==> config.mk <==
export PLATFORM = sky130hd
export DESIGN_NAME = dac_upd_seq
export DESIGN_NICKNAME = d
export VERILOG_FILES = /design/src/rtl/dac_seq_pkg.sv /design/src/rtl/dac_poll_timer.sv /design/src/rtl/dac_shadow_bank.sv /design/src/rtl/dac_seq_ctrl.sv /design/src/rtl/dac_upd_seq.sv
export SDC_FILE = /design/constraint.sdc
export NUM_CORES = 1
export LEC_CHECK = 0
export BUFFER_PORTS_ARGS = -buffer_cell sky130_fd_sc_hd__buf_2
export CAP_MARGIN = 20
export CORE_MARGIN = 1.5
export CORE_UTILIZATION = 54
export CTS_CLUSTER_DIAMETER = 30
export DETAILED_ROUTE_END_ITERATION = 7
export GPL_TIMING_DRIVEN = 0
export PLACE_DENSITY = 0.82
export SLEW_MARGIN = 10
export SYNTH_ARGS = -nofsm -noshare
export SYNTH_HDL_FRONTEND = slang
export SYNTH_SLANG_ARGS = --single-unit
==> constraint.sdc <==
create_clock -name clk -period 2.4 [get_ports clk]
set_input_delay 0.36 -clock clk [delete_from_list [all_inputs] [get_ports clk]]
set_output_delay 0.36 -clock clk [all_outputs]
set_load 0.1 [all_outputs]
==> src/rtl/dac_seq_pkg.sv <==
package dac_seq_pkg;

    typedef enum logic [3:0] {
        S_IDLE,
        S_RANGE,
        S_ZERO,
        S_SETUP,
        S_WAIT1,
        S_LO,
        S_HI,
        S_TRIG,
        S_WAIT2,
        S_DONE
    } seq_state_e;

    localparam logic [7:0] OP_SETUP   = 8'h60;
    localparam logic [7:0] OP_TRIG    = 8'h70;
    localparam int         READY_BIT  = 7;
    localparam int         RANGE_BITS = 4;

    localparam logic [1:0] OFS_LO   = 2'd0;
    localparam logic [1:0] OFS_HI   = 2'd1;
    localparam logic [1:0] OFS_CMD  = 2'd2;
    localparam logic [1:0] OFS_STAT = 2'd3;

endpackage

==> src/rtl/dac_poll_timer.sv <==
module dac_poll_timer #(
    parameter int LIMIT = 100000
) (
    input  logic clk,
    input  logic rst_n,
    input  logic clear,
    input  logic step,
    output logic last
);
    localparam int CW = $clog2(LIMIT + 1);

    logic [CW-1:0] cnt_d, cnt_q;

    always_comb begin
        cnt_d = cnt_q;
        if (clear)     cnt_d = '0;
        else if (step) cnt_d = cnt_q + 1'b1;
    end

    always_ff @(posedge clk) begin
        if (!rst_n) cnt_q <= '0;
        else        cnt_q <= cnt_d;
    end

    assign last = (cnt_q == CW'(LIMIT - 1));
endmodule

==> src/rtl/dac_shadow_bank.sv <==
module dac_shadow_bank #(
    parameter int N_CHAN = 8,
    parameter int DATA_W = 16,
    localparam int SEL_W = $clog2(N_CHAN)
) (
    input  logic              clk,
    input  logic              rst_n,
    input  logic              wr_en,
    input  logic [SEL_W-1:0]  wr_chan,
    input  logic [DATA_W-1:0] wr_data,
    input  logic [SEL_W-1:0]  rd_chan,
    output logic [DATA_W-1:0] rd_data
);
    logic [DATA_W-1:0] shadow_q [N_CHAN];

    for (genvar g = 0; g < N_CHAN; g++) begin : g_chan
        logic [DATA_W-1:0] val_d;

        always_comb begin
            val_d = shadow_q[g];
            if (wr_en && (wr_chan == SEL_W'(g))) val_d = wr_data;
        end

        always_ff @(posedge clk) begin
            if (!rst_n) shadow_q[g] <= '0;
            else        shadow_q[g] <= val_d;
        end
    end

    assign rd_data = shadow_q[rd_chan];
endmodule

==> src/rtl/dac_seq_ctrl.sv <==
module dac_seq_ctrl
    import dac_seq_pkg::*;
#(
    parameter int N_CHAN        = 8,
    parameter int BANK_CHANS    = 4,
    parameter int REGS_PER_BANK = 4,
    parameter int DATA_W        = 16,
    parameter int REQ_CHAN_W    = 4,
    parameter int RANGE_W       = 8,
    parameter int ADDR_W        = 3,
    localparam int SEL_W = $clog2(N_CHAN),
    localparam int IDX_W = $clog2(BANK_CHANS)
) (
    input  logic                  clk,
    input  logic                  rst_n,
    input  logic                  req_valid,
    input  logic [REQ_CHAN_W-1:0] req_chan,
    input  logic [DATA_W-1:0]     req_value,
    input  logic [RANGE_W-1:0]    req_range,
    output logic                  req_ready,
    output logic                  done_valid,
    output logic                  done_err,
    output logic                  bus_wr,
    output logic                  bus_rd,
    output logic [ADDR_W-1:0]     bus_addr,
    output logic [7:0]            bus_wdata,
    input  logic [7:0]            bus_rdata,
    output logic                  poll_clear,
    output logic                  poll_step,
    input  logic                  poll_last,
    output logic                  commit,
    output logic [SEL_W-1:0]      commit_chan,
    output logic [DATA_W-1:0]     commit_value
);
    localparam logic [REQ_CHAN_W-1:0] CHAN_LIM = REQ_CHAN_W'(N_CHAN);

    typedef struct packed {
        seq_state_e          state;
        logic [SEL_W-1:0]    chan;
        logic [DATA_W-1:0]   value;
        logic [RANGE_BITS-1:0] range;
        logic                err;
    } seq_t;

    seq_t st_d, st_q;

    logic [ADDR_W-1:0] base;
    logic [IDX_W-1:0]  idx;
    logic              ready_seen;

    always_comb begin
        base       = ADDR_W'((int'(st_q.chan) / BANK_CHANS) * REGS_PER_BANK);
        idx        = IDX_W'(int'(st_q.chan) % BANK_CHANS);
        ready_seen = bus_rdata[READY_BIT];

        st_d         = st_q;
        req_ready    = 1'b0;
        done_valid   = 1'b0;
        done_err     = 1'b0;
        bus_wr       = 1'b0;
        bus_rd       = 1'b0;
        bus_addr     = base;
        bus_wdata    = 8'h00;
        poll_clear   = 1'b1;
        poll_step    = 1'b0;
        commit       = 1'b0;
        commit_chan  = st_q.chan;
        commit_value = st_q.value;

        unique case (st_q.state)
            S_IDLE: begin
                req_ready = 1'b1;
                if (req_valid && (req_chan < CHAN_LIM)) begin
                    st_d.state = S_RANGE;
                    st_d.chan  = SEL_W'(req_chan);
                    st_d.value = req_value;
                    st_d.range = req_range[RANGE_BITS-1:0];
                    st_d.err   = 1'b0;
                end
            end
            S_RANGE: begin
                bus_wr     = 1'b1;
                bus_addr   = base | ADDR_W'(OFS_LO);
                bus_wdata  = 8'(st_q.range);
                st_d.state = S_ZERO;
            end
            S_ZERO: begin
                bus_wr     = 1'b1;
                bus_addr   = base | ADDR_W'(OFS_HI);
                bus_wdata  = 8'h00;
                st_d.state = S_SETUP;
            end
            S_SETUP: begin
                bus_wr     = 1'b1;
                bus_addr   = base | ADDR_W'(OFS_CMD);
                bus_wdata  = OP_SETUP | (8'(idx) << 1);
                st_d.state = S_WAIT1;
            end
            S_WAIT1, S_WAIT2: begin
                bus_rd     = 1'b1;
                bus_addr   = base | ADDR_W'(OFS_STAT);
                poll_clear = 1'b0;
                if (ready_seen) begin
                    poll_clear = 1'b1;
                    if (st_q.state == S_WAIT1) begin
                        st_d.state = S_LO;
                    end else begin
                        commit     = 1'b1;
                        st_d.state = S_DONE;
                    end
                end else if (poll_last) begin
                    poll_clear = 1'b1;
                    st_d.err   = 1'b1;
                    st_d.state = S_DONE;
                end else begin
                    poll_step = 1'b1;
                end
            end
            S_LO: begin
                bus_wr     = 1'b1;
                bus_addr   = base | ADDR_W'(OFS_LO);
                bus_wdata  = st_q.value[7:0];
                st_d.state = S_HI;
            end
            S_HI: begin
                bus_wr     = 1'b1;
                bus_addr   = base | ADDR_W'(OFS_HI);
                bus_wdata  = st_q.value[15:8];
                st_d.state = S_TRIG;
            end
            S_TRIG: begin
                bus_wr     = 1'b1;
                bus_addr   = base | ADDR_W'(OFS_CMD);
                bus_wdata  = OP_TRIG | (8'(idx) << 1);
                st_d.state = S_WAIT2;
            end
            S_DONE: begin
                done_valid = 1'b1;
                done_err   = st_q.err;
                st_d.state = S_IDLE;
            end
            default: st_d.state = S_IDLE;
        endcase
    end

    always_ff @(posedge clk) begin
        if (!rst_n) begin
            st_q.state <= S_IDLE;
            st_q.chan  <= '0;
            st_q.value <= '0;
            st_q.range <= '0;
            st_q.err   <= 1'b0;
        end else begin
            st_q <= st_d;
        end
    end
endmodule

==> src/rtl/dac_upd_seq.sv <==
module dac_upd_seq #(
    parameter int N_CHAN        = 8,
    parameter int BANK_CHANS    = 4,
    parameter int REGS_PER_BANK = 4,
    parameter int DATA_W        = 16,
    parameter int REQ_CHAN_W    = 4,
    parameter int RANGE_W       = 8,
    parameter int ADDR_W        = 3,
    parameter int POLL_LIMIT    = 100000
) (
    input  logic                   clk,
    input  logic                   rst_n,
    input  logic                   req_valid,
    input  logic [REQ_CHAN_W-1:0]  req_chan,
    input  logic [DATA_W-1:0]      req_value,
    input  logic [RANGE_W-1:0]     req_range,
    output logic                   req_ready,
    output logic                   done_valid,
    output logic                   done_err,
    input  logic [$clog2(N_CHAN)-1:0] rd_chan,
    output logic [DATA_W-1:0]      rd_value,
    output logic                   bus_wr,
    output logic                   bus_rd,
    output logic [ADDR_W-1:0]      bus_addr,
    output logic [7:0]             bus_wdata,
    input  logic [7:0]             bus_rdata
);
    localparam int SEL_W = $clog2(N_CHAN);

    logic              poll_clear, poll_step, poll_last;
    logic              commit;
    logic [SEL_W-1:0]  commit_chan;
    logic [DATA_W-1:0] commit_value;

    dac_seq_ctrl #(
        .N_CHAN        (N_CHAN),
        .BANK_CHANS    (BANK_CHANS),
        .REGS_PER_BANK (REGS_PER_BANK),
        .DATA_W        (DATA_W),
        .REQ_CHAN_W    (REQ_CHAN_W),
        .RANGE_W       (RANGE_W),
        .ADDR_W        (ADDR_W)
    ) ctrl_i (
        .clk          (clk),
        .rst_n        (rst_n),
        .req_valid    (req_valid),
        .req_chan     (req_chan),
        .req_value    (req_value),
        .req_range    (req_range),
        .req_ready    (req_ready),
        .done_valid   (done_valid),
        .done_err     (done_err),
        .bus_wr       (bus_wr),
        .bus_rd       (bus_rd),
        .bus_addr     (bus_addr),
        .bus_wdata    (bus_wdata),
        .bus_rdata    (bus_rdata),
        .poll_clear   (poll_clear),
        .poll_step    (poll_step),
        .poll_last    (poll_last),
        .commit       (commit),
        .commit_chan  (commit_chan),
        .commit_value (commit_value)
    );

    dac_poll_timer #(
        .LIMIT (POLL_LIMIT)
    ) timer_i (
        .clk   (clk),
        .rst_n (rst_n),
        .clear (poll_clear),
        .step  (poll_step),
        .last  (poll_last)
    );

    dac_shadow_bank #(
        .N_CHAN (N_CHAN),
        .DATA_W (DATA_W)
    ) shadow_i (
        .clk     (clk),
        .rst_n   (rst_n),
        .wr_en   (commit),
        .wr_chan (commit_chan),
        .wr_data (commit_value),
        .rd_chan (rd_chan),
        .rd_data (rd_value)
    );
endmodule

==> impl_results.html, run 1 <==
<table>
<tr><th>Metric</th><th>Value</th></tr>
<tr><th colspan="2">Outcome</th></tr>
<tr><td>Outcome</td><td>completed</td></tr>
<tr><th colspan="2">Detailed routing</th></tr>
<tr><td>Final Routed Wirelength</td><td>18700 um</td></tr>
<tr><td>Mean number of vias per cell</td><td>5.87</td></tr>
<tr><td>Routed length per instance</td><td>20.8 um</td></tr>
<tr><td>1st-iter DRT viols</td><td>456</td></tr>
<tr><td>Antenna Violating Nets Remaining</td><td>0</td></tr>
<tr><td>Number of DRC violations after detailed routing</td><td>0</td></tr>
<tr><td>First-pass DRT Iterations</td><td>5</td></tr>
<tr><td>Total via count in the routed design</td><td>5256</td></tr>
<tr><th colspan="2">Synthesis</th></tr>
<tr><td>Instance count of the mapped netlist</td><td>612</td></tr>
<tr><td>Share of flip-flops with an asynchronous set or reset after synthesis</td><td>0%</td></tr>
<tr><td>Mapped Area</td><td>8040 um^2</td></tr>
<tr><td>Post-synthesis area per instance</td><td>13.1 um^2</td></tr>
<tr><td>Post-synth cell types</td><td>50</td></tr>
<tr><td>Number of register bits inferred by synthesis</td><td>173</td></tr>
<tr><td>Number of nets in the synthesized netlist</td><td>655</td></tr>
<tr><td>Seq/Total Area, Yosys</td><td>59.0%</td></tr>
<tr><td>Top flip-flop cell by instance count after synthesis</td><td>sky130_fd_sc_hd__edfxtp_1</td></tr>
<tr><td>Ys Warns</td><td>0</td></tr>
<tr><td>Number of synthesized flops with an enable pin</td><td>128</td></tr>
<tr><th colspan="2">Global route</th></tr>
<tr><td>Largest net degree at the start of global routing</td><td>17</td></tr>
<tr><td>Remaining global-route overflow</td><td>0</td></tr>
<tr><td>Initial antenna violation count</td><td>0</td></tr>
<tr><td>Vias in the first global route</td><td>5260</td></tr>
<tr><td>Global-route wire length before repair</td><td>28800 um</td></tr>
<tr><td>Aggregate global-route resource usage</td><td>24.5%</td></tr>
<tr><th colspan="2">Critical path</th></tr>
<tr><td>Kind of launch point of the worst setup path</td><td>input port</td></tr>
<tr><td>CP delay by family, top</td><td>multiplexers</td></tr>
<tr><td>CP dominant cell by count</td><td>sky130_fd_sc_hd__buf_2</td></tr>
<tr><td>Source of the worst register-to-register timing path</td><td>ctrl_i.commit_chan[1]</td></tr>
<tr><td>Worst Path Max Fanout</td><td>10</td></tr>
<tr><td>Endpoint kind of the worst setup timing path</td><td>output port</td></tr>
<tr><td>Critical Setup Path Class</td><td>in2out</td></tr>
<tr><td>Crit path DAT</td><td>1.95 ns</td></tr>
<tr><td>Sum of buffers and inverters on the critical path</td><td>3</td></tr>
<tr><td>Worst Setup SP</td><td>rd_chan[0]</td></tr>
<tr><td>Worst-path cell chain</td><td>buf_2 -&gt; buf_4 -&gt; mux4_2 -&gt; mux2_2 -&gt; buf_2</td></tr>
<tr><td>Worst-path cell with the longest stage delay</td><td>sky130_fd_sc_hd__mux4_2</td></tr>
<tr><td>Slowest stage delay, CP</td><td>0.56 ns</td></tr>
<tr><td>Data required, critical path</td><td>2.04 ns</td></tr>
<tr><th colspan="2">STA</th></tr>
<tr><td>Final worst-path cycle share</td><td>96.4%</td></tr>
<tr><td>Worst setup margin</td><td>0.0856 ns</td></tr>
<tr><td>Measured slew at the worst slew-check pin</td><td>0.878 ns</td></tr>
<tr><td>Relative slew slack</td><td>41.4%</td></tr>
<tr><td>Worst hold slack across all endpoints</td><td>0.167 ns</td></tr>
<tr><td>Setup TNS</td><td>0 ns</td></tr>
<tr><td>Setup repair after global routing missed its margin</td><td>no</td></tr>
<tr><td>Final Critical Period</td><td>2.31 ns</td></tr>
<tr><td>Highest Clock Rate</td><td>0.432 GHz</td></tr>
<tr><td>Setup violation total in the final timing report</td><td>0</td></tr>
<tr><td>Endpoints failing hold</td><td>0</td></tr>
<tr><td>Number of pins with negative max-slew slack in the final report</td><td>0</td></tr>
<tr><td>Clock Skews</td><td>0.00732 ns</td></tr>
<tr><th colspan="2">Final layout</th></tr>
<tr><td># diodes</td><td>0</td></tr>
<tr><td>Nets</td><td>742</td></tr>
<tr><td>Final core utilization</td><td>65.4%</td></tr>
<tr><td>Area growth syn-to-layout</td><td>18.3%</td></tr>
<tr><td>Layout cell share with drive strength beyond 1</td><td>30.2%</td></tr>
<tr><th colspan="2">Run</th></tr>
<tr><td>Number of violations of the max-capacitance limit</td><td>0</td></tr>
<tr><th colspan="2">Floorplanning</th></tr>
<tr><td>Die boundary width</td><td>125 um</td></tr>
<tr><td>Floorplan core area</td><td>14500 um^2</td></tr>
<tr><td>Die Y</td><td>125 um</td></tr>
<tr><td>Floorplan die area</td><td>15600 um^2</td></tr>
<tr><td>I/O pin total</td><td>74</td></tr>
<tr><td>Initial Utilization</td><td>55.3%</td></tr>
<tr><td>Number of placement rows</td><td>44</td></tr>
<tr><th colspan="2">Placed design</th></tr>
<tr><td>Hpwl dp</td><td>12900 um</td></tr>
<tr><td>Quantity of I/O buffers inserted on ports</td><td>60</td></tr>
<tr><td>GPL Wtd Cong</td><td>0.885</td></tr>
<tr><td>Setup Slack @ Placement</td><td>-0.0997 ns</td></tr>
<tr><th colspan="2">Clock network</th></tr>
<tr><td>Clock tree from TritonCTS</td><td>built</td></tr>
<tr><td>Number of buffers on the longest clock path</td><td>2</td></tr>
<tr><td>Clock latency at the later pin of the worst-skew pair</td><td>0.43 ns</td></tr>
<tr><td>Reg clk slew, reported paths</td><td>0.06 ns</td></tr>
<tr><td>Number of buffers inserted by post-CTS setup repair</td><td>0</td></tr>
<tr><td>Clock H-tree levels</td><td>4</td></tr>
<tr><td>Cell at the root of the clock tree</td><td>sky130_fd_sc_hd__clkbuf_16</td></tr>
<tr><td>CTS buffer count</td><td>17</td></tr>
<tr><td>Sink count of the clock tree</td><td>173</td></tr>
<tr><th colspan="2">Pwr</th></tr>
<tr><td>Power per unit of standard cell area</td><td>905 nW/um^2</td></tr>
<tr><td>Worst IR Drop VDD</td><td>1.20 mV</td></tr>
<tr><td>Leak pwr</td><td>3.50 nW</td></tr>
<tr><th colspan="2">Hold path</th></tr>
<tr><td>Hold Startpoint</td><td>req_range[1]</td></tr>
<tr><td>Hold Path Class</td><td>in2reg</td></tr>
</table>
power by group:
group / switching, mW / internal (mW)
sequential: 0.170 / 3.39
clock: 1.09 / 1.87
combinational: 1.53 / 0.552
total: 2.79 / 5.82
cells by family after synthesis:
logic type / synth area share [%]
AOI/OAI and AO/OA: 5.03
buffers and inverters: 2.68
xor gates and xnor gates: 1.96
adders and majority gates: 0.156
muxes: 11.5
DFF: 59.0
and+or+nand+nor: 19.7
per-stage QoR:
step	power (mW)	cells	cell area (um^2)
finish	8.61	896	9510
global route	8.88	896	9510
CTS	8.61	896	9480
detailed placement	5.66	864	8790
global placement	5.57	856	8640
floorplan	5.20	612	8110
worst reg2reg max path, stage by stage (launching register included):
cell                       delay (ns)
sky130_fd_sc_hd__dfxtp_1         0.31
sky130_fd_sc_hd__clkbuf_1        0.52
sky130_fd_sc_hd__nand2b_1        0.34
sky130_fd_sc_hd__o21ai_2         0.58
sky130_fd_sc_hd__buf_6           0.25
final cells by class:
cell class	count	area, um^2
sequential	173	4750
buffer	38	234
multi-input combinational	397	3200
clock buffer	21	450
inverter	4	15.0
timing repair buffer	68	443
fill	1039	5020
clock inverter	11	191
tap	184	230
metal layers:
layer	global-route usage, %	vias to the layer above	wire, um
li1	-	2378	-
met1	30.5	2605	7090
met2	42.1	232	9810
met3	5.09	41	1230
met4	9.49	0	541
met5	0	-	0
registers in the layout, summed over array words and instances, names as in the netlist:
register	count
timer_i.cnt_q	17
ctrl_i.st_q	9
ctrl_i.commit_chan	3
ctrl_i.commit_value	16
shadow_i.shadow_q	128
layout by cell type (no fill, tap or decap), drive strengths merged, types with 3 or more instances in the layout:
cell / synthesis / final
xor2: 6 / 6
xnor2: 12 / 12
nor3: 9 / 9
clkbuf: 13 / 36
o21ai: 11 / 11
buf: 25 / 91
nor2: 31 / 31
mux4: 32 / 32
nand3: 7 / 7
nand2: 59 / 59
a22oi: 3 / 3
clkinv: 0 / 4
a21oi: 6 / 6
a21boi: 24 / 24
nand2b: 5 / 5
nand4: 7 / 7
nor2b: 4 / 4
mux2: 18 / 18
inv: 4 / 4
and2: 130 / 130
bufinv: 0 / 5
dfxtp: 45 / 45
nor4: 7 / 7
edfxtp: 128 / 128
o22ai: 3 / 3
final timing paths:
| path | endpoint | slack (ns) | depth (start not counted) |
|---|---|---|---|
| worst min-delay path | ctrl_i.st_q[2] | 0.17 | 3 |
| worst min register to register | ctrl_i.st_q[2] | 0.46 | 2 |
| worst max register to register | shadow_i.shadow_q[6][7] | 0.12 | 4 |
| worst max-delay path | rd_value[11] | 0.09 | 5 |
Yosys cell counts (5+ instances only):
library cell,n,area share [%]
sky130_fd_sc_hd__a21boi_0,5,0.47
sky130_fd_sc_hd__a21boi_1,19,1.8
sky130_fd_sc_hd__a21oi_1,6,0.37
sky130_fd_sc_hd__and2_1,130,10
sky130_fd_sc_hd__buf_2,16,1.0
sky130_fd_sc_hd__clkbuf_1,13,0.61
sky130_fd_sc_hd__dfxtp_1,45,11
sky130_fd_sc_hd__edfxtp_1,128,48
sky130_fd_sc_hd__mux2_2,18,2.5
sky130_fd_sc_hd__mux4_2,32,9.0
sky130_fd_sc_hd__nand2_1,59,2.8
sky130_fd_sc_hd__nand2b_1,5,0.39
sky130_fd_sc_hd__nand3_1,6,0.37
sky130_fd_sc_hd__nand4_1,6,0.47
sky130_fd_sc_hd__nor2_1,25,1.2
sky130_fd_sc_hd__nor3_1,6,0.37
sky130_fd_sc_hd__nor4_1,5,0.39
sky130_fd_sc_hd__o21ai_0,11,0.68
sky130_fd_sc_hd__xnor2_1,12,1.3
sky130_fd_sc_hd__xor2_1,6,0.65
timing repair:
item                       4_1_cts  5_1_grt
resized for setup               20       12
gates cloned                     0        0
hold buffers                     0        0
setup endpoints to repair       25       29
No activity file was read; power rests on OpenSTA's default activity.
==> inputs of run 2 (changes only) <==
--- a/config.mk
+++ b/config.mk
@@ -5,14 +5,15 @@
 export SDC_FILE = /design/constraint.sdc
 export NUM_CORES = 1
 export LEC_CHECK = 0
+export ABC_AREA = 1
 export BUFFER_PORTS_ARGS = -buffer_cell sky130_fd_sc_hd__buf_2
 export CAP_MARGIN = 20
 export CORE_MARGIN = 1.5
-export CORE_UTILIZATION = 54
+export CORE_UTILIZATION = 55
 export CTS_CLUSTER_DIAMETER = 30
 export DETAILED_ROUTE_END_ITERATION = 7
 export GPL_TIMING_DRIVEN = 0
-export PLACE_DENSITY = 0.82
+export PLACE_DENSITY = 0.81
 export SLEW_MARGIN = 10
 export SYNTH_ARGS = -nofsm -noshare
 export SYNTH_HDL_FRONTEND = slang
==> constraint.sdc (replaced) <==
create_clock -name clk -period 2.9 [get_ports clk]
set_input_delay 0.435 -clock clk [delete_from_list [all_inputs] [get_ports clk]]
set_output_delay 0.435 -clock clk [all_outputs]
set_load 0.1 [all_outputs]
==> impl_results.html, run 2 <==
<table>
<tr><th>Metric</th><th>Value</th></tr>
<tr><th colspan="2">Detailed routing</th></tr>
<tr><td>Total via count in the routed design</td><td>6432 (+22%)</td></tr>
<tr><td>Antenna Violating Nets Remaining</td><td>0 (unchanged)</td></tr>
<tr><td>Number of DRC violations after detailed routing</td><td>0 (unchanged)</td></tr>
<tr><td>Routed length per instance</td><td>18.0 um (-14%)</td></tr>
<tr><td>1st-iter DRT viols</td><td>977 (+110%)</td></tr>
<tr><td>First-pass DRT Iterations</td><td>5 (unchanged)</td></tr>
<tr><td>Final Routed Wirelength</td><td>19900 um (+6.6%)</td></tr>
<tr><td>Mean number of vias per cell</td><td>5.81 (-1.0%)</td></tr>
<tr><th colspan="2">Clock network</th></tr>
<tr><td>Cell at the root of the clock tree</td><td>sky130_fd_sc_hd__clkbuf_16</td></tr>
<tr><td>Number of buffers inserted by post-CTS setup repair</td><td>0 (unchanged)</td></tr>
<tr><td>Sink count of the clock tree</td><td>173 (unchanged)</td></tr>
<tr><td>CTS buffer count</td><td>17 (unchanged)</td></tr>
<tr><td>Number of instances resized during post-cts repair</td><td>0 (-100%)</td></tr>
<tr><td>Clock latency at the later pin of the worst-skew pair</td><td>0.44 ns (about the same)</td></tr>
<tr><td>Number of buffers on the longest clock path</td><td>2 (unchanged)</td></tr>
<tr><td>Post-cts hold buffer count</td><td>0 (unchanged)</td></tr>
<tr><td>Reg clk slew, reported paths</td><td>0.07 ns (about the same)</td></tr>
<tr><td>Clock H-tree levels</td><td>4 (unchanged)</td></tr>
<tr><td>Clock tree from TritonCTS</td><td>built</td></tr>
<tr><th colspan="2">Global route</th></tr>
<tr><td>Vias in the first global route</td><td>5827 (+11%)</td></tr>
<tr><td>Remaining global-route overflow</td><td>0 (unchanged)</td></tr>
<tr><td>Aggregate global-route resource usage</td><td>27.6% (+3.1 points)</td></tr>
<tr><td>Global-route wire length before repair</td><td>30400 um (+5.6%)</td></tr>
<tr><td>Largest net degree at the start of global routing</td><td>17 (unchanged)</td></tr>
<tr><td>Initial antenna violation count</td><td>0 (unchanged)</td></tr>
<tr><th colspan="2">STA</th></tr>
<tr><td>Endpoints failing hold</td><td>0 (unchanged)</td></tr>
<tr><td>Relative slew slack</td><td>40.1% (-1.3 points)</td></tr>
<tr><td>Clock Skews</td><td>0.00967 ns (+0.00235 ns)</td></tr>
<tr><td>Final Critical Period</td><td>2.86 ns</td></tr>
<tr><td>Setup violation total in the final timing report</td><td>0 (unchanged)</td></tr>
<tr><td>Worst setup margin</td><td>0.0379 ns (-0.0477 ns)</td></tr>
<tr><td>Number of pins with negative max-slew slack in the final report</td><td>0 (unchanged)</td></tr>
<tr><td>Worst hold slack across all endpoints</td><td>0.246 ns (+0.0793 ns)</td></tr>
<tr><td>Measured slew at the worst slew-check pin</td><td>0.898 ns (+0.0194 ns)</td></tr>
<tr><td>Final worst-path cycle share</td><td>98.7%</td></tr>
<tr><td>Highest Clock Rate</td><td>0.349 GHz</td></tr>
<tr><td>Setup repair after global routing missed its margin</td><td>no</td></tr>
<tr><th colspan="2">Pwr</th></tr>
<tr><td>Worst IR Drop VDD</td><td>0.968 mV (-19%)</td></tr>
<tr><td>Power per unit of standard cell area</td><td>788 nW/um^2 (-13%)</td></tr>
<tr><td>Leak pwr</td><td>3.21 nW (-8.4%)</td></tr>
<tr><th colspan="2">Critical path</th></tr>
<tr><td>CP delay by family, top</td><td>buffers and inverters</td></tr>
<tr><td>Worst Setup SP</td><td>rd_chan[0]</td></tr>
<tr><td>Critical Setup Path Class</td><td>in2out</td></tr>
<tr><td>Crit path DAT</td><td>2.43 ns (+0.48 ns)</td></tr>
<tr><td>Data required, critical path</td><td>2.47 ns (+0.43 ns)</td></tr>
<tr><td>Logic depth of the worst register-to-register path</td><td>7 (+3)</td></tr>
<tr><td>Slack of the worst reg-to-reg path</td><td>0.77 ns (+0.65 ns)</td></tr>
<tr><td>Sum of buffers and inverters on the critical path</td><td>4 (+1)</td></tr>
<tr><td>Worst Path Max Fanout</td><td>10 (unchanged)</td></tr>
<tr><td>Slowest stage delay, CP</td><td>0.49 ns (-0.07 ns)</td></tr>
<tr><td>Worst-path cell with the longest stage delay</td><td>sky130_fd_sc_hd__clkbuf_1</td></tr>
<tr><td>Total number of cells along the worst setup path</td><td>8 (+3)</td></tr>
<tr><td>Capturing element of the worst setup path</td><td>rd_value[0]</td></tr>
<tr><td>Source of the worst register-to-register timing path</td><td>ctrl_i.st_q[27]</td></tr>
<tr><td>Worst-path cell chain</td><td>buf_2 -&gt; buf_2 -&gt; clkbuf_1 -&gt; nor2_1 -&gt; o22ai_1 -&gt; nor2_1 -&gt; a31oi_2 -&gt; buf_2</td></tr>
<tr><td>Kind of launch point of the worst setup path</td><td>input port</td></tr>
<tr><td>Reg2reg end</td><td>shadow_i.shadow_q[4][1]</td></tr>
<tr><td>Endpoint kind of the worst setup timing path</td><td>output port</td></tr>
<tr><td>CP dominant cell by count</td><td>sky130_fd_sc_hd__buf_2</td></tr>
<tr><th colspan="2">Synthesis</th></tr>
<tr><td>Compound-cell area share of the yosys netlist</td><td>11.5% (+6.4 points)</td></tr>
<tr><td>Post-synthesis area per instance</td><td>9.40 um^2 (-28%)</td></tr>
<tr><td>Number of nets in the synthesized netlist</td><td>877 (+34%)</td></tr>
<tr><td>Number of synthesized flops with an enable pin</td><td>128 (unchanged)</td></tr>
<tr><td>Main combinational cell family by area after synthesis</td><td>simple AND/OR/NAND/NOR gates</td></tr>
<tr><td>Number of register bits inferred by synthesis</td><td>173 (unchanged)</td></tr>
<tr><td>Most numerous cell types in the synthesized netlist</td><td>287 x sky130_fd_sc_hd__nor2_1, 128 x sky130_fd_sc_hd__edfxtp_1, 91 x sky130_fd_sc_hd__o21ai_0</td></tr>
<tr><td>Top flip-flop cell by instance count after synthesis</td><td>sky130_fd_sc_hd__edfxtp_1</td></tr>
<tr><td>Ys Warns</td><td>0 (unchanged)</td></tr>
<tr><td>Top-count cell post-synth</td><td>sky130_fd_sc_hd__nor2_1</td></tr>
<tr><td>Post-synthesis xor/xnor area fraction</td><td>0.670% (-1.3 points)</td></tr>
<tr><td>Arithmetic-cell share of the synthesized area counting full adders, half adders and majority gates</td><td>0.160% (+0.0040 points)</td></tr>
<tr><td>Post-synth top area cell</td><td>sky130_fd_sc_hd__edfxtp_1</td></tr>
<tr><td>Synth area leaders</td><td>sky130_fd_sc_hd__edfxtp_1 49%, sky130_fd_sc_hd__nor2_1 14%, sky130_fd_sc_hd__dfxtp_1 11%</td></tr>
<tr><td>Area share of the largest cell type after synthesis</td><td>49.0% (+1.2 points)</td></tr>
<tr><td>Share of flip-flops with an asynchronous set or reset after synthesis</td><td>0% (unchanged)</td></tr>
<tr><td>Instance count of the mapped netlist</td><td>834 (+36%)</td></tr>
<tr><td>Post-synth cell types</td><td>37 (-26%)</td></tr>
<tr><td>Mux cell area share after synthesis</td><td>0% (-11 points)</td></tr>
<tr><td>Mapped Area</td><td>7840 um^2 (-2.5%)</td></tr>
<tr><td>Simple logic cell fraction of the synthesized area</td><td>22.0% (+2.3 points)</td></tr>
<tr><td>Seq/Total Area, Yosys</td><td>60.5% (+1.5 points)</td></tr>
<tr><th colspan="2">Floorplanning</th></tr>
<tr><td>Floorplan die area</td><td>15000 um^2 (-4.2%)</td></tr>
<tr><td>Floorplan core area</td><td>13900 um^2 (-4.5%)</td></tr>
<tr><td>I/O pin total</td><td>74 (unchanged)</td></tr>
<tr><td>Die Y</td><td>122 um (-2.1%)</td></tr>
<tr><td>Initial Utilization</td><td>56.5% (+1.2 points)</td></tr>
<tr><td>Die boundary width</td><td>122 um (-2.1%)</td></tr>
<tr><td>Number of placement rows</td><td>43 (-2.3%)</td></tr>
<tr><th colspan="2">Run</th></tr>
<tr><td>Number of violations of the max-capacitance limit</td><td>0 (unchanged)</td></tr>
<tr><th colspan="2">Final layout</th></tr>
<tr><td>Layout cell share with drive strength beyond 1</td><td>17.1% (-13 points)</td></tr>
<tr><td>Final-layout fill cell count</td><td>1077 (+3.7%)</td></tr>
<tr><td>Most flop-heavy register</td><td>shadow_i.shadow_q</td></tr>
<tr><td>Max reg flops</td><td>128 (unchanged)</td></tr>
<tr><td>Nets</td><td>958 (+29%)</td></tr>
<tr><td>Area growth syn-to-layout</td><td>16.4%</td></tr>
<tr><td>Most common cell after layout, fill and taps aside</td><td>sky130_fd_sc_hd__nor2_1</td></tr>
<tr><td>Highest-count cells in the layout ignoring fill and taps</td><td>287 x sky130_fd_sc_hd__nor2_1, 128 x sky130_fd_sc_hd__edfxtp_1, 88 x sky130_fd_sc_hd__o21ai_0</td></tr>
<tr><td># diodes</td><td>0 (unchanged)</td></tr>
<tr><th colspan="2">Outcome</th></tr>
<tr><td>Outcome</td><td>completed</td></tr>
<tr><th colspan="2">Placed design</th></tr>
<tr><td>Setup Slack @ Placement</td><td>0.162 ns (+0.261 ns)</td></tr>
<tr><td>Hpwl dp</td><td>13300 um (+3.4%)</td></tr>
<tr><td>GPL Wtd Cong</td><td>0.954 (+7.7%)</td></tr>
<tr><td>Quantity of I/O buffers inserted on ports</td><td>61 (+1.7%)</td></tr>
<tr><th colspan="2">Hold path</th></tr>
<tr><td>Hold Path Class</td><td>in2reg</td></tr>
<tr><td>Hold Startpoint</td><td>req_range[3]</td></tr>
</table>
-- run 2: cell count changes after synthesis, sizes merged, moves of 24 or more --
cell | before | now
a21boi | 24 | 0
o21ai | 11 | 95
and2 | 130 | 0
nor2 | 31 | 296
mux4 | 32 | 0
inv | 4 | 34
-- run 2: cell type report --
cell class                 count  area, um^2  share of cell area [%]
sequential                   173        4740                    52.0
multi-input combinational    568        2820                    30.9
clock buffer                  17         425                    4.66
timing repair buffer          62         317                    3.47
tap                          180         225                    2.47
buffer                        42         214                    2.34
inverter                      51         196                    2.15
clock inverter                15         185                    2.03
-- run 2: worst min path at each step --
stage	end	cells after the start
after global routing	ctrl_i.st_q[1]	3
after CTS	ctrl_i.st_q[4]	3
after floorplan	timer_i.cnt_q[0]	1
after global placement	timer_i.cnt_q[0]	1
final	ctrl_i.st_q[4]	3
after detailed placement	timer_i.cnt_q[0]	1
-- run 2: metal layers --
metal / vias to the layer above / routed length [um] / track usage (%)
met5: - / 0 / 0
met4: 0 / 603 / 12.2
met3: 52 / 2010 / 6.27
met2: 369 / 9230 / 43.4
met1: 3013 / 8060 / 36.9
li1: 2998 / - / -
-- run 2: power breakdown --
part	switching, mW	total, mW	leakage (nW)	internal (mW)
Sequential	0.118	2.98	1.69	2.86
Clock	1.02	2.39	0.296	1.37
Combinational	1.50	1.83	1.22	0.333
Total	2.63	7.20	3.21	4.57
-- run 2: stage by stage --
stage          TNS [ns]  util [%]  std cells  power (mW)  instance area (um^2)
2_1_floorplan         0         -        834        4.42                  7960
3_3_place_gp     -14.46      61.1       1075        4.80                  8490
3_5_place_dp          0      61.4       1076        4.83                  8520
4_1_cts               0      65.8       1108        7.17                  9130
5_1_grt               0      65.8       1108        7.42                  9130
6_report              0      65.8       1108        7.20                  9130
-- run 2: kinds of logic after synthesis --
logic type,count (synthesis)
and+or+nand+nor,397
DFF,173
AOI/OAI and AO/OA,164
buffers and inverters,93
xor gates and xnor gates,6
adders and majority gates,1
-- run 2: worst reg2reg max path, cell delays in order, from the launching register on --
cell                      delay, ns
sky130_fd_sc_hd__dfxtp_1       0.31
sky130_fd_sc_hd__buf_4         0.15
sky130_fd_sc_hd__inv_2         0.07
sky130_fd_sc_hd__nor2_2        0.11
sky130_fd_sc_hd__nand3_2       0.15
sky130_fd_sc_hd__inv_2         0.08
sky130_fd_sc_hd__nand2_2       0.12
sky130_fd_sc_hd__o31ai_4       0.76
==> inputs of run 3 (changes only) <==
--- a/config.mk
+++ b/config.mk
@@ -8,13 +8,16 @@
 export ABC_AREA = 1
 export BUFFER_PORTS_ARGS = -buffer_cell sky130_fd_sc_hd__buf_2
 export CAP_MARGIN = 20
+export CELL_PAD_IN_SITES_DETAIL_PLACEMENT = 0
+export CELL_PAD_IN_SITES_GLOBAL_PLACEMENT = 1
 export CORE_MARGIN = 1.5
-export CORE_UTILIZATION = 55
+export CORE_UTILIZATION = 49
 export CTS_CLUSTER_DIAMETER = 30
 export DETAILED_ROUTE_END_ITERATION = 7
 export GPL_TIMING_DRIVEN = 0
-export PLACE_DENSITY = 0.81
+export PLACE_DENSITY = 0.9
 export SLEW_MARGIN = 10
 export SYNTH_ARGS = -nofsm -noshare
 export SYNTH_HDL_FRONTEND = slang
 export SYNTH_SLANG_ARGS = --single-unit
+export TNS_END_PERCENT = 1
==> impl_results.html, run 3 (synthesis gave the netlist of run 2 again) <==
<table>
<tr><th>Metric</th><th>Value</th></tr>
<tr><th colspan="2">Outcome</th></tr>
<tr><td>Outcome</td><td>completed</td></tr>
<tr><th colspan="2">STA</th></tr>
<tr><td>Measured slew at the worst slew-check pin</td><td>0.847 ns (-0.0509 ns)</td></tr>
<tr><td>Worst hold slack across all endpoints</td><td>0.247 ns (+0.00129 ns)</td></tr>
<tr><td>Clock Skews</td><td>0.00764 ns (-0.00203 ns)</td></tr>
<tr><td>Setup violation total in the final timing report</td><td>0 (unchanged)</td></tr>
<tr><td>Final worst-path cycle share</td><td>98.3% (-0.44 points)</td></tr>
<tr><td>Number of pins with negative max-slew slack in the final report</td><td>0 (unchanged)</td></tr>
<tr><td>Highest Clock Rate</td><td>0.351 GHz (+0.45%)</td></tr>
<tr><td>Setup TNS</td><td>0 ns (unchanged)</td></tr>
<tr><td>Worst setup margin</td><td>0.0506 ns (+0.0127 ns)</td></tr>
<tr><td>Endpoints failing hold</td><td>0 (unchanged)</td></tr>
<tr><td>Setup repair after global routing missed its margin</td><td>yes</td></tr>
<tr><td>Relative slew slack</td><td>43.4% (+3.3 points)</td></tr>
<tr><td>Final Critical Period</td><td>2.85 ns (-0.0127 ns)</td></tr>
<tr><th colspan="2">Detailed routing</th></tr>
<tr><td>1st-iter DRT viols</td><td>412 (-58%)</td></tr>
<tr><td>Met2 wire length</td><td>9660 um (+4.7%)</td></tr>
<tr><td>Final Routed Wirelength</td><td>19600 um (-1.3%)</td></tr>
<tr><td>Total via count in the routed design</td><td>6097 (-5.2%)</td></tr>
<tr><td>Routed length per instance</td><td>17.1 um (-4.6%)</td></tr>
<tr><td>Antenna Violating Nets Remaining</td><td>0 (unchanged)</td></tr>
<tr><td>Met1 wire length</td><td>8590 um (+6.7%)</td></tr>
<tr><td>First-pass DRT Iterations</td><td>5 (unchanged)</td></tr>
<tr><td>Number of DRC violations after detailed routing</td><td>0 (unchanged)</td></tr>
<tr><td>Mean number of vias per cell</td><td>5.32 (-8.4%)</td></tr>
<tr><td>Wire length on met3</td><td>988 um (-51%)</td></tr>
<tr><td>Uppermost signal routing layer after detailed routing</td><td>met4</td></tr>
<tr><th colspan="2">Floorplanning</th></tr>
<tr><td>Number of placement rows</td><td>46 (+7.0%)</td></tr>
<tr><td>Floorplan die area</td><td>16800 um^2 (+12%)</td></tr>
<tr><td>Initial Utilization</td><td>49.7% (-6.8 points)</td></tr>
<tr><td>I/O pin total</td><td>74 (unchanged)</td></tr>
<tr><td>Floorplan core area</td><td>15800 um^2 (+14%)</td></tr>
<tr><td>Die boundary width</td><td>130 um (+5.8%)</td></tr>
<tr><td>Die Y</td><td>130 um (+5.8%)</td></tr>
<tr><th colspan="2">Placed design</th></tr>
<tr><td>Hpwl dp</td><td>13500 um (+1.4%)</td></tr>
<tr><td>Number of placed cells counting well taps</td><td>1114 (+3.5%)</td></tr>
<tr><td>Setup Slack @ Placement</td><td>0.0120 ns (-0.150 ns)</td></tr>
<tr><td>Quantity of I/O buffers inserted on ports</td><td>61 (unchanged)</td></tr>
<tr><td>GPL Wtd Cong</td><td>0.870 (-8.8%)</td></tr>
<tr><td>Post-Place Cell Area</td><td>8490 um^2 (-0.40%)</td></tr>
<tr><th colspan="2">Critical path</th></tr>
<tr><td>Slowest stage delay, CP</td><td>0.49 ns (about the same)</td></tr>
<tr><td>Worst Path Max Fanout</td><td>10 (unchanged)</td></tr>
<tr><td>Reg2reg end</td><td>shadow_i.shadow_q[5][6]</td></tr>
<tr><td>Worst Setup SP</td><td>rd_chan[1]</td></tr>
<tr><td>Capturing element of the worst setup path</td><td>rd_value[12]</td></tr>
<tr><td>CP delay by family, top</td><td>buffers and inverters</td></tr>
<tr><td>Data required, critical path</td><td>2.47 ns (about the same)</td></tr>
<tr><td>Total number of cells along the worst setup path</td><td>8 (unchanged)</td></tr>
<tr><td>Logic depth of the worst register-to-register path</td><td>9 (+2)</td></tr>
<tr><td>Sum of buffers and inverters on the critical path</td><td>4 (unchanged)</td></tr>
<tr><td>Crit path DAT</td><td>2.41 ns (-0.02 ns)</td></tr>
<tr><td>Source of the worst register-to-register timing path</td><td>ctrl_i.st_q[27]</td></tr>
<tr><td>Worst-path cell with the longest stage delay</td><td>sky130_fd_sc_hd__buf_2</td></tr>
<tr><td>Kind of launch point of the worst setup path</td><td>input port</td></tr>
<tr><td>Endpoint kind of the worst setup timing path</td><td>output port</td></tr>
<tr><td>CP dominant cell by count</td><td>sky130_fd_sc_hd__buf_2</td></tr>
<tr><td>Slack of the worst reg-to-reg path</td><td>0.69 ns (-0.08 ns)</td></tr>
<tr><td>Critical Setup Path Class</td><td>in2out</td></tr>
<tr><td>Worst-path cell chain</td><td>buf_2 -&gt; inv_1 -&gt; clkbuf_1 -&gt; o21ai_0 -&gt; o22ai_1 -&gt; nor2_1 -&gt; a31oi_1 -&gt; buf_2</td></tr>
<tr><th colspan="2">Global route</th></tr>
<tr><td>Remaining global-route overflow</td><td>0 (unchanged)</td></tr>
<tr><td>Aggregate global-route resource usage</td><td>24.7% (-2.9 points)</td></tr>
<tr><td>Global-route wire length before repair</td><td>30200 um (-0.72%)</td></tr>
<tr><td>Largest net degree at the start of global routing</td><td>17 (unchanged)</td></tr>
<tr><td>Vias in the first global route</td><td>5757 (-1.2%)</td></tr>
<tr><td>Initial antenna violation count</td><td>0 (unchanged)</td></tr>
<tr><th colspan="2">Pwr</th></tr>
<tr><td>Worst IR Drop VDD</td><td>1.09 mV (+12%)</td></tr>
<tr><td>Power per unit of standard cell area</td><td>769 nW/um^2 (-2.4%)</td></tr>
<tr><td>Leak pwr</td><td>3.19 nW (-0.51%)</td></tr>
<tr><th colspan="2">Hold path</th></tr>
<tr><td>Hold Path Class</td><td>in2reg</td></tr>
<tr><th colspan="2">Final layout</th></tr>
<tr><td>Cell Count, Final, Fillers Out</td><td>1146 (+3.4%)</td></tr>
<tr><td>Highest-count cells in the layout ignoring fill and taps</td><td>287 x sky130_fd_sc_hd__nor2_1, 128 x sky130_fd_sc_hd__edfxtp_1, 89 x sky130_fd_sc_hd__o21ai_0</td></tr>
<tr><td>Layout cell share with drive strength beyond 1</td><td>15.7% (-1.4 points)</td></tr>
<tr><td># diodes</td><td>0 (unchanged)</td></tr>
<tr><td>Area growth syn-to-layout</td><td>15.5%</td></tr>
<tr><td>Max reg flops</td><td>128 (unchanged)</td></tr>
<tr><td>Most common cell after layout, fill and taps aside</td><td>sky130_fd_sc_hd__nor2_1</td></tr>
<tr><td>Fin area</td><td>9050 um^2 (-0.84%)</td></tr>
<tr><td>Most flop-heavy register</td><td>shadow_i.shadow_q</td></tr>
<tr><td>Nets</td><td>960 (+0.21%)</td></tr>
<tr><th colspan="2">Clock network</th></tr>
<tr><td>Cell at the root of the clock tree</td><td>sky130_fd_sc_hd__clkbuf_16</td></tr>
<tr><td>Number of instances resized during post-cts repair</td><td>0 (unchanged)</td></tr>
<tr><td>Post-cts hold buffer count</td><td>0 (unchanged)</td></tr>
<tr><td>Clock H-tree levels</td><td>4 (unchanged)</td></tr>
<tr><td>Number of buffers on the longest clock path</td><td>2 (unchanged)</td></tr>
<tr><td>CTS buffer count</td><td>17 (unchanged)</td></tr>
<tr><td>Reg clk slew, reported paths</td><td>0.06 ns (about the same)</td></tr>
<tr><td>Number of buffers inserted by post-CTS setup repair</td><td>0 (unchanged)</td></tr>
<tr><td>Clock tree from TritonCTS</td><td>built</td></tr>
<tr><td>Clock latency at the later pin of the worst-skew pair</td><td>0.44 ns (about the same)</td></tr>
<tr><td>Sink count of the clock tree</td><td>173 (unchanged)</td></tr>
<tr><th colspan="2">Run</th></tr>
<tr><td>Number of violations of the max-capacitance limit</td><td>0 (unchanged)</td></tr>
</table>
run 3: area by class of cell:
cell class / count / area, um^2
Inverter: 51 / 196
Fill cell: 1447 / 6720
Sequential cell: 173 / 4740
Buffer: 42 / 218
Clock inverter: 15 / 139
Clock buffer: 17 / 425
Tap cell: 216 / 270
Timing Repair Buffer: 64 / 347
Multi-Input combinational cell: 568 / 2710
run 3: report_power, final:
part | internal (mW) | switching, mW
Sequential | 2.86 | 0.107
Clock | 1.19 | 0.994
Combinational | 0.326 | 1.49
Total | 4.38 | 2.59
run 3: metrics by stage:
step / total power [mW] / utilization, %
after detailed placement: 4.83 / 53.8
after global routing: 7.21 / 57.4
final: 6.97 / 57.4
after CTS: 6.98 / 57.4
after global placement: 4.79 / 53.4
after floorplan: 4.39 / -
run 3: worst min-delay path: cells and delay by family:
kind	cells	cell delay, ns
buffers and inverters	1	0.07
AO/OA/AOI/OAI	1	0.07
AND/OR/NAND/NOR	1	0.07
run 3: worst min-delay path by stage:
stage	startpoint	endpoint	slack (ns)	cells past startpoint
after floorplan	timer_i.cnt_q[0]	timer_i.cnt_q[0]	0.42	1
after global placement	timer_i.cnt_q[0]	timer_i.cnt_q[0]	0.43	1
after detailed placement	timer_i.cnt_q[0]	timer_i.cnt_q[0]	0.45	1
after CTS	req_range[3]	ctrl_i.st_q[4]	0.24	3
after global routing	req_range[3]	ctrl_i.st_q[4]	0.25	3
final	req_range[3]	ctrl_i.st_q[4]	0.25	3
run 3: per-layer routing:
layer	GRT usage, %	vias to the layer above
li1	-	3005
met1	32.0	2868
met2	41.5	190
met3	4.58	34
met4	9.22	0
met5	0	-
